`config.mk`:
```
export PLATFORM = sky130hd
export DESIGN_NAME = dram_strobe_ctrl
export DESIGN_NICKNAME = d
export VERILOG_FILES = /design/src/rtl/dsm_pkg.sv /design/src/rtl/dsm_pipe.sv /design/src/rtl/dsm_edge.sv /design/src/rtl/dsm_refresh_ctr.sv /design/src/rtl/dsm_ctrl.sv /design/src/rtl/dram_strobe_ctrl.sv
export SDC_FILE = /design/constraint.sdc
export NUM_CORES = 1
export LEC_CHECK = 0
export ABC_AREA = 1
export CAP_MARGIN = 20
export CORE_UTILIZATION = 60
export DETAILED_ROUTE_END_ITERATION = 12
export DONT_BUFFER_PORTS = 1
export PLACE_DENSITY = 0.81
export SLEW_MARGIN = 10
export SYNTH_ARGS = -nofsm -noshare
export SYNTH_HDL_FRONTEND = slang
export SYNTH_SLANG_ARGS = --single-unit
export TNS_END_PERCENT = 30
```
`constraint.sdc`:
```
create_clock -name clk -period 2 [get_ports clk]
set_input_delay 0.2 -clock clk [delete_from_list [all_inputs] [get_ports clk]]
set_output_delay 0.2 -clock clk [all_outputs]
set_load 0.02 [all_outputs]
```
`src/rtl/dsm_pkg.sv`:
```
`timescale 1ns/1ps
package dsm_pkg;
  // bit positions of the strobe vector {ras, cas, we, oe}
  localparam int STB_RAS = 3;
  localparam int STB_CAS = 2;
  localparam int STB_WE  = 1;
  localparam int STB_OE  = 0;
  localparam int STB_W   = 4;

  typedef enum logic [2:0] {
    K_STANDBY  = 3'd0,
    K_READ     = 3'd1,
    K_WRITE    = 3'd2,
    K_RMW      = 3'd3,
    K_HIDDEN   = 3'd4,
    K_RAS_ONLY = 3'd5,
    K_CBR      = 3'd6
  } kind_e;

  typedef enum logic [2:0] {
    ST_IDLE,   // both strobes high
    ST_ROW,    // row open, column strobe high
    ST_COL,    // row and column strobes low
    ST_HOLD,   // row strobe back high, column strobe still low
    ST_HID,    // hidden refresh in progress
    ST_CBR     // column-before-row refresh in progress
  } state_e;
endpackage

```
`src/rtl/dsm_pipe.sv`:
```
`timescale 1ns/1ps
module dsm_pipe #(
  parameter int          W       = 1,
  parameter int          STAGES  = 2,
  parameter logic [W-1:0] RST_VAL = '0
) (
  input  logic         clk,
  input  logic         rst_n,
  input  logic [W-1:0] d,
  output logic [W-1:0] q
);
  logic [STAGES-1:0][W-1:0] stg;

  always_ff @(posedge clk or negedge rst_n) begin
    if (!rst_n) begin
      for (int i = 0; i < STAGES; i++) stg[i] <= RST_VAL;
    end else begin
      stg[0] <= d;
      for (int i = 1; i < STAGES; i++) stg[i] <= stg[i-1];
    end
  end

  assign q = stg[STAGES-1];
endmodule

```
`src/rtl/dsm_edge.sv`:
```
`timescale 1ns/1ps
module dsm_edge #(
  parameter int W = 1
) (
  input  logic         clk,
  input  logic         rst_n,
  input  logic [W-1:0] cur,
  output logic [W-1:0] fall
);
  logic [W-1:0] prev;

  always_ff @(posedge clk or negedge rst_n) begin
    if (!rst_n) prev <= '1;
    else        prev <= cur;
  end

  for (genvar i = 0; i < W; i++) begin : g_fall
    assign fall[i] = prev[i] & ~cur[i];
  end
endmodule

```
`src/rtl/dsm_refresh_ctr.sv`:
```
`timescale 1ns/1ps
module dsm_refresh_ctr #(
  parameter int W = 10
) (
  input  logic         clk,
  input  logic         rst_n,
  input  logic         adv,
  output logic [W-1:0] row
);
  always_ff @(posedge clk or negedge rst_n) begin
    if (!rst_n)   row <= '0;
    else if (adv) row <= row + 1'b1;  // natural wrap at the top
  end
endmodule

```
`src/rtl/dsm_ctrl.sv`:
```
`timescale 1ns/1ps
module dsm_ctrl
  import dsm_pkg::*;
#(
  parameter int ROW_W  = 10,
  parameter int COL_W  = 9,
  parameter int DATA_W = 8
) (
  input  logic              clk,
  input  logic              rst_n,
  input  logic [STB_W-1:0]  s_lvl,
  input  logic              f_ras,
  input  logic              f_cas,
  input  logic              f_we,
  input  logic [ROW_W-1:0]  a_al,
  input  logic [DATA_W-1:0] d_al,
  input  logic [ROW_W-1:0]  ctr_row,
  output logic              ctr_adv,
  output logic              row_stb,
  output logic [ROW_W-1:0]  row_addr,
  output logic              col_stb,
  output logic [COL_W-1:0]  col_addr,
  output logic              wr_stb,
  output logic [DATA_W-1:0] wr_data,
  output logic              dout_en,
  output logic [2:0]        kind
);
  state_e st_q, st_n;
  kind_e  kind_q, kind_n;
  logic [ROW_W-1:0]  row_q, row_n;
  logic [COL_W-1:0]  col_q, col_n;
  logic [DATA_W-1:0] wd_q, wd_n;
  logic rstb_n, cstb_n, wstb_n, dout_n, rd_q, rd_n;

  logic s_ras, s_cas, s_we, s_oe, both_high, access_n;
  assign s_ras     = s_lvl[STB_RAS];
  assign s_cas     = s_lvl[STB_CAS];
  assign s_we      = s_lvl[STB_WE];
  assign s_oe      = s_lvl[STB_OE];
  assign both_high = s_ras & s_cas;

  always_comb begin
    st_n    = st_q;
    kind_n  = kind_q;
    row_n   = row_q;
    col_n   = col_q;
    wd_n    = wd_q;
    rd_n    = rd_q;
    rstb_n  = 1'b0;
    cstb_n  = 1'b0;
    wstb_n  = 1'b0;
    ctr_adv = 1'b0;
    unique case (st_q)
      ST_IDLE: begin
        if (f_ras) begin
          rstb_n = 1'b1;
          rd_n   = 1'b0;
          if (!s_cas) begin            // column already low: self-addressed refresh
            st_n    = ST_CBR;
            row_n   = ctr_row;
            ctr_adv = 1'b1;
            kind_n  = K_CBR;
          end else begin
            st_n   = ST_ROW;
            row_n  = a_al;
            kind_n = K_RAS_ONLY;
          end
        end
      end
      ST_ROW: begin
        if (s_ras) begin
          if (s_cas) begin
            st_n   = ST_IDLE;
            kind_n = K_STANDBY;
          end
        end else if (f_cas) begin
          st_n   = ST_COL;
          cstb_n = 1'b1;
          col_n  = a_al[COL_W-1:0];
          if (!s_we) begin             // early write
            wstb_n = 1'b1;
            wd_n   = d_al;
            kind_n = K_WRITE;
          end else begin
            kind_n = K_READ;
          end
        end
      end
      ST_COL: begin
        if (both_high) begin
          st_n   = ST_IDLE;
          kind_n = K_STANDBY;
        end else if (s_ras) begin
          st_n = ST_HOLD;
        end else if (s_cas) begin
          st_n = ST_ROW;               // page mode: row stays open
        end else begin
          if (!s_oe && s_we) rd_n = 1'b1;
          if (f_we && kind_q == K_READ) begin
            wstb_n = 1'b1;
            wd_n   = d_al;
            kind_n = rd_q ? K_RMW : K_WRITE;
          end
        end
      end
      ST_HOLD: begin
        if (s_cas) begin
          st_n   = ST_IDLE;
          kind_n = K_STANDBY;
        end else if (f_ras) begin
          st_n    = ST_HID;
          rstb_n  = 1'b1;
          row_n   = ctr_row;
          ctr_adv = 1'b1;
          kind_n  = K_HIDDEN;
        end
      end
      ST_HID, ST_CBR: begin
        if (both_high) begin
          st_n   = ST_IDLE;
          kind_n = K_STANDBY;
        end
      end
      default: begin
        st_n   = ST_IDLE;
        kind_n = K_STANDBY;
      end
    endcase
    access_n = (st_n == ST_COL) || (st_n == ST_HOLD) || (st_n == ST_HID);
    dout_n   = access_n && !s_cas && !s_oe && s_we;
  end

  always_ff @(posedge clk or negedge rst_n) begin
    if (!rst_n) begin
      st_q    <= ST_IDLE;
      kind_q  <= K_STANDBY;
      row_q   <= '0;
      col_q   <= '0;
      wd_q    <= '0;
      rd_q    <= 1'b0;
      row_stb <= 1'b0;
      col_stb <= 1'b0;
      wr_stb  <= 1'b0;
      dout_en <= 1'b0;
    end else begin
      st_q    <= st_n;
      kind_q  <= kind_n;
      row_q   <= row_n;
      col_q   <= col_n;
      wd_q    <= wd_n;
      rd_q    <= rd_n;
      row_stb <= rstb_n;
      col_stb <= cstb_n;
      wr_stb  <= wstb_n;
      dout_en <= dout_n;
    end
  end

  assign row_addr = row_q;
  assign col_addr = col_q;
  assign wr_data  = wd_q;
  assign kind     = kind_q;
endmodule

```
`src/rtl/dram_strobe_ctrl.sv`:
```
`timescale 1ns/1ps
module dram_strobe_ctrl
  import dsm_pkg::*;
#(
  parameter int ROW_W       = 10,
  parameter int COL_W       = 9,
  parameter int DATA_W      = 8,
  parameter int SYNC_STAGES = 2
) (
  input  logic              clk,
  input  logic              rst_n,
  input  logic              ras_n,
  input  logic              cas_n,
  input  logic              we_n,
  input  logic              oe_n,
  input  logic [ROW_W-1:0]  addr,
  input  logic [DATA_W-1:0] din,
  output logic              row_stb,
  output logic [ROW_W-1:0]  row_addr,
  output logic              col_stb,
  output logic [COL_W-1:0]  col_addr,
  output logic              wr_stb,
  output logic [DATA_W-1:0] wr_data,
  output logic              dout_en,
  output logic [2:0]        cycle_kind
);
  localparam int EDGE_W = 3;  // row, column and write strobes need edges

  logic [STB_W-1:0]  strb_raw, strb_s;
  logic [ROW_W-1:0]  addr_al;
  logic [DATA_W-1:0] din_al;
  logic [EDGE_W-1:0] falls;
  logic [ROW_W-1:0]  ref_row;
  logic              ref_adv;

  assign strb_raw = {ras_n, cas_n, we_n, oe_n};

  dsm_pipe #(.W(STB_W), .STAGES(SYNC_STAGES), .RST_VAL({STB_W{1'b1}})) u_sync (
    .clk(clk), .rst_n(rst_n), .d(strb_raw), .q(strb_s));

  dsm_pipe #(.W(ROW_W), .STAGES(SYNC_STAGES), .RST_VAL('0)) u_addr_al (
    .clk(clk), .rst_n(rst_n), .d(addr), .q(addr_al));

  dsm_pipe #(.W(DATA_W), .STAGES(SYNC_STAGES), .RST_VAL('0)) u_din_al (
    .clk(clk), .rst_n(rst_n), .d(din), .q(din_al));

  dsm_edge #(.W(EDGE_W)) u_edge (
    .clk(clk), .rst_n(rst_n), .cur(strb_s[STB_W-1:STB_WE]), .fall(falls));

  dsm_refresh_ctr #(.W(ROW_W)) u_ctr (
    .clk(clk), .rst_n(rst_n), .adv(ref_adv), .row(ref_row));

  dsm_ctrl #(.ROW_W(ROW_W), .COL_W(COL_W), .DATA_W(DATA_W)) u_ctrl (
    .clk(clk), .rst_n(rst_n),
    .s_lvl(strb_s),
    .f_ras(falls[2]), .f_cas(falls[1]), .f_we(falls[0]),
    .a_al(addr_al), .d_al(din_al),
    .ctr_row(ref_row), .ctr_adv(ref_adv),
    .row_stb(row_stb), .row_addr(row_addr),
    .col_stb(col_stb), .col_addr(col_addr),
    .wr_stb(wr_stb), .wr_data(wr_data),
    .dout_en(dout_en), .kind(cycle_kind));
endmodule

```
==> results.md <==
- The number of instances in the synthesized netlist is around 310.
- At the worst endpoint, the required time is ~2.2 ns.
- The cell family with the largest share of critical-path delay is simple AND/OR/NAND/NOR gates.
- The number of clock buffers added by TritonCTS is 9.
- The remaining number of nets flagged by the antenna check after routing is 0.
- The final reports fail on hold timing.
- The layout has roughly 370 filler cells.
- The later-pin clock latency in the skew report is ~0.36 ns.
- The number of global-route vias before repair is 2152.
- The CTS tree is built.
- The worst-path cell with the longest stage delay is sky130_fd_sc_hd__dfrtp_1.
- By instance count, the cell type seen most on the critical path is sky130_fd_sc_hd__nand2_1.
- The cell at the root of the clock tree is sky130_fd_sc_hd__clkbuf_8.
- The flow ran to the end, but the final reports show violations.
- STA classifies the critical path startpoint as a register.
- Traced cell by cell, the critical path runs through nor2_1 > nand2_1 > nand2_1 > nand3_4 > nand2_2 > inv_2 > nand2_1 > nand2_1.
- STA puts the critical path data arrival time at ~2.0 ns.
- The total overflow left after global routing is 0.
- The floorplan has 27 rows.
- The capturing element type of the critical path is a register.
- The final hold slack is -0.478 ns.
- The number of pins with negative max-slew slack in the final report came to 0.
- The pin count of the biggest net entering global routing is 96.
- In the final layout, the share of cells above drive strength 1 is 0.114.
- By area the synthesized netlist is led by sky130_fd_sc_hd__dfrtp_1, sky130_fd_sc_hd__nand2_1, sky130_fd_sc_hd__dfstp_2, sky130_fd_sc_hd__inv_1, sky130_fd_sc_hd__xor2_1.
- The largest total area in the synthesized netlist belongs to sky130_fd_sc_hd__dfrtp_1.
- In this run the mean area of a mapped cell was 11.1 um^2.
- The die covers 5990 um^2.
- Registers take 2390 um^2.
- The number of endpoints with negative hold slack in the final report came to 95.
- The min-delay analysis places its worst path in the category in2async.
- The largest fanout on the critical path is 13.
- The number of nets in the final layout is ~360.
- After synthesis the netlist holds a flip-flop and latch count of 95.
- The deepest clock path buffer count is 2.
- The standby leakage power is approximately 1.9 nW.
- The area used by multi-input combinational logic is 845 um^2.
- Summing over every cut layer, the via total after detailed routing is ~2100.
- In this run the tool buffered the top-level ports with 0 buffer cells.
- The slew at the pin closest to its max-slew limit is 0.630 ns.
- The buffering stage count on the worst path with inverters included is 1.
- The count of boundary I/O pins is 58.
- The core region is roughly 5500 um^2.
- The H-tree generated during clock tree synthesis spans 3 levels.
- The final setup violation count is 0.
- The global-route usage over all layers is 0.225.
- The worst clock skew is 0.00584 ns.
- Based on the critical path, the design can be clocked at up to approximately 570 MHz.
- Measured against its own limit, the worst slew margin works out to 0.579.
- The post-CTS repair timing setup buffer count is 0.
- The final routed wirelength across all metal layers is just under 6 mm.
- The critical path in this run is classified as reg2reg.
- The final HPWL from detailed placement is 3.89 mm.
- The effective utilization at floorplan is 0.620.
- The global-route wire length before repair is 10.0 mm.
- Dividing the detail-routed via count by the number of cells gives roughly 5.2.
- The detailed-route DRC error count is 0.
- Across the run, the number of max-cap violations was 0.
- Across the VDD grid, the largest voltage drop is about 0.68 mV.
- The clock drives 95 sinks.
- Power spread over the standard cell area amounts to about 1300 nW/um^2.
- The die extent in y is a little under 80 um.
- The fraction of the cycle the final worst path needs is 0.882.
- The post-CTS resize count is 0.
- The count of routing violations after the opening detailed-route iteration is about 190.
- The number of hold-repair buffers added at the cts stage is 22.
- The first detailed-routing pass took 5 iterations.
- Compared with the post-synthesis result, the final layout area differs by 13.3%.
- The routability congestion estimate from global placement is 0.857.
- The area share of the largest cell type after synthesis is 0.616.
- After detailed routing, the average wire length per cell comes to between 10 and 15 um.
- In this run the cell area of the synthesized design comes to ~3400 um^2.
- Setup repair after global routing left no endpoint under its margin.
- The number of nets in the synthesized netlist is between 300 and 400.
- The number of distinct library cells after synthesis is 26.
- Measured on the finished design, the core utilization comes to 0.702.
- In the final timing run, aggregate negative setup slack is 0 ns.
- The die width is between 70 and 80 um.
- The total of warnings raised by yosys is 0.
- The number of antenna diodes in the final layout is 0.
- The clock period minus final worst setup slack is about 1.8 ns.
- The initial antenna violation count was 0.
- The share of the Yosys chip area taken by registers is 0.701.
- Clock-pin slew was measured on the worst setup and hold paths at 0.09 ns.
- The largest stage delay on the critical path is roughly 0.44 ns.
-- Yosys cell counts (all sizes together) --
cell type and count:
nand2 96, dfrtp 84, inv 35, nor2 17
o21ai 13, dfstp 11, nand3 11, o211ai 9
xor2 8, buf 6, a21oi 5, nor3 5
nand4 3, a31oi 2, o22ai 2, ha 1
-- power breakdown --
group          switching [W]  leakage, nW  total [W]  internal, W
registers           0.000643         1.16    0.00295      0.00231
logic               0.000453        0.646   0.000732     0.000279
clock network       0.000687       0.0842    0.00115     0.000466
-- layout make-up --
cell class,count,area share
multi-input combinational,172,0.219
timing repair buffer,23,0.0589
clock buffer,9,0.0320
inverter,35,0.0340
tap,72,0.0233
sequential,95,0.619
clock inverter,7,0.0146
-- cells in the final DEF (no fill, tap or decap) --
cell	instances
sky130_fd_sc_hd__inv_1	32
sky130_fd_sc_hd__o21ai_1	7
sky130_fd_sc_hd__clkinv_2	1
sky130_fd_sc_hd__nor3_1	5
sky130_fd_sc_hd__dfrtp_1	84
sky130_fd_sc_hd__clkinvlp_4	3
sky130_fd_sc_hd__nor2_2	1
sky130_fd_sc_hd__o21ai_2	1
sky130_fd_sc_hd__o211ai_1	9
sky130_fd_sc_hd__nand3_4	1
sky130_fd_sc_hd__nand2_2	3
sky130_fd_sc_hd__inv_8	1
sky130_fd_sc_hd__dlygate4sd3_1	22
sky130_fd_sc_hd__o22ai_1	1
sky130_fd_sc_hd__xor2_1	8
sky130_fd_sc_hd__nand4_1	3
sky130_fd_sc_hd__inv_6	2
sky130_fd_sc_hd__o21ai_0	5
sky130_fd_sc_hd__nand2_1	93
sky130_fd_sc_hd__buf_4	1
sky130_fd_sc_hd__nor2_1	15
sky130_fd_sc_hd__nor2_8	1
sky130_fd_sc_hd__inv_2	3
sky130_fd_sc_hd__o22ai_4	1
sky130_fd_sc_hd__nand3_1	10
sky130_fd_sc_hd__dfstp_2	11
sky130_fd_sc_hd__clkbuf_8	9
sky130_fd_sc_hd__ha_1	1
sky130_fd_sc_hd__a31oi_1	2
sky130_fd_sc_hd__a21oi_1	5
-- per-stage QoR --
step	area [um^2]	total power (W)	setup WS [ns]	std cells
3_5_place_dp	3460	0.00369	0.257	375
2_1_floorplan	3410	0.00347	0.584	308
5_1_grt	3860	0.00511	0.0400	413
6_report	3860	0.00484	0.236	413
4_1_cts	3860	0.00486	0.249	413
3_3_place_gp	3460	0.00363	0.311	375
-- final timing paths --
path	startpoint	end	slack (ns)	depth (start not counted)
setup / recovery	u_ctrl.st_q[0]$_DFF_PN0_	u_ctrl.row_addr[2]$_DFFE_PN0P_	0.24	8
hold / removal	rst_n	u_ctrl.rd_q$_DFFE_PN0P_	-0.48	0
setup reg to reg	u_ctrl.st_q[0]$_DFF_PN0_	u_ctrl.row_addr[2]$_DFFE_PN0P_	0.24	8
hold reg to reg	u_din_al.stg[3]$_DFF_PN0_	u_din_al.q[3]$_DFF_PN0_	0.35	0
max in group asynchronous	rst_n	u_sync.stg[2]$_DFF_PN1_	2.23	0
min in group clk	u_din_al.stg[3]$_DFF_PN0_	u_din_al.q[3]$_DFF_PN0_	0.35	0
-- registers in the layout (all words and copies together) (netlist names), 3 cells and up --
signal           count
u_ctrl.row_addr     10
u_ctrl.col_addr      9
u_ctr.row           10
u_edge.prev          3
u_ctrl.st_q          3
u_din_al.stg         8
u_ctrl.kind          3
u_din_al.q           8
u_addr_al.stg       10
u_sync.stg           4
u_addr_al.q         10
u_ctrl.wr_data       8
u_sync.q             4
-- worst register-to-register path, cell delays in order, from the launching register on --
cell,delay (ns)
sky130_fd_sc_hd__dfrtp_1,0.44
sky130_fd_sc_hd__nor2_1,0.15
sky130_fd_sc_hd__nand2_1,0.13
sky130_fd_sc_hd__nand2_1,0.15
sky130_fd_sc_hd__nand3_4,0.15
sky130_fd_sc_hd__nand2_2,0.28
sky130_fd_sc_hd__inv_2,0.19
sky130_fd_sc_hd__nand2_1,0.10
sky130_fd_sc_hd__nand2_1,0.06
-- cell families (layout without fill, tap and decap cells) --
group	Yosys count	in the layout	share of synthesized area
xor+xnor	8	8	0.0205
simple gates	132	132	0.165
fa+ha+maj	1	1	0.00367
buf+inv	41	74	0.0517
flops	95	95	0.701
compound gates	31	31	0.0587
-- metal layers --
layer / track usage / wire length [um]
met2: 0.364 / 2980
met3: 0.0859 / 351
met5: 0 / 0
met1: 0.272 / 2520
met4: 0.0925 / 88
Note: power is estimated with default switching activity, not from simulation.
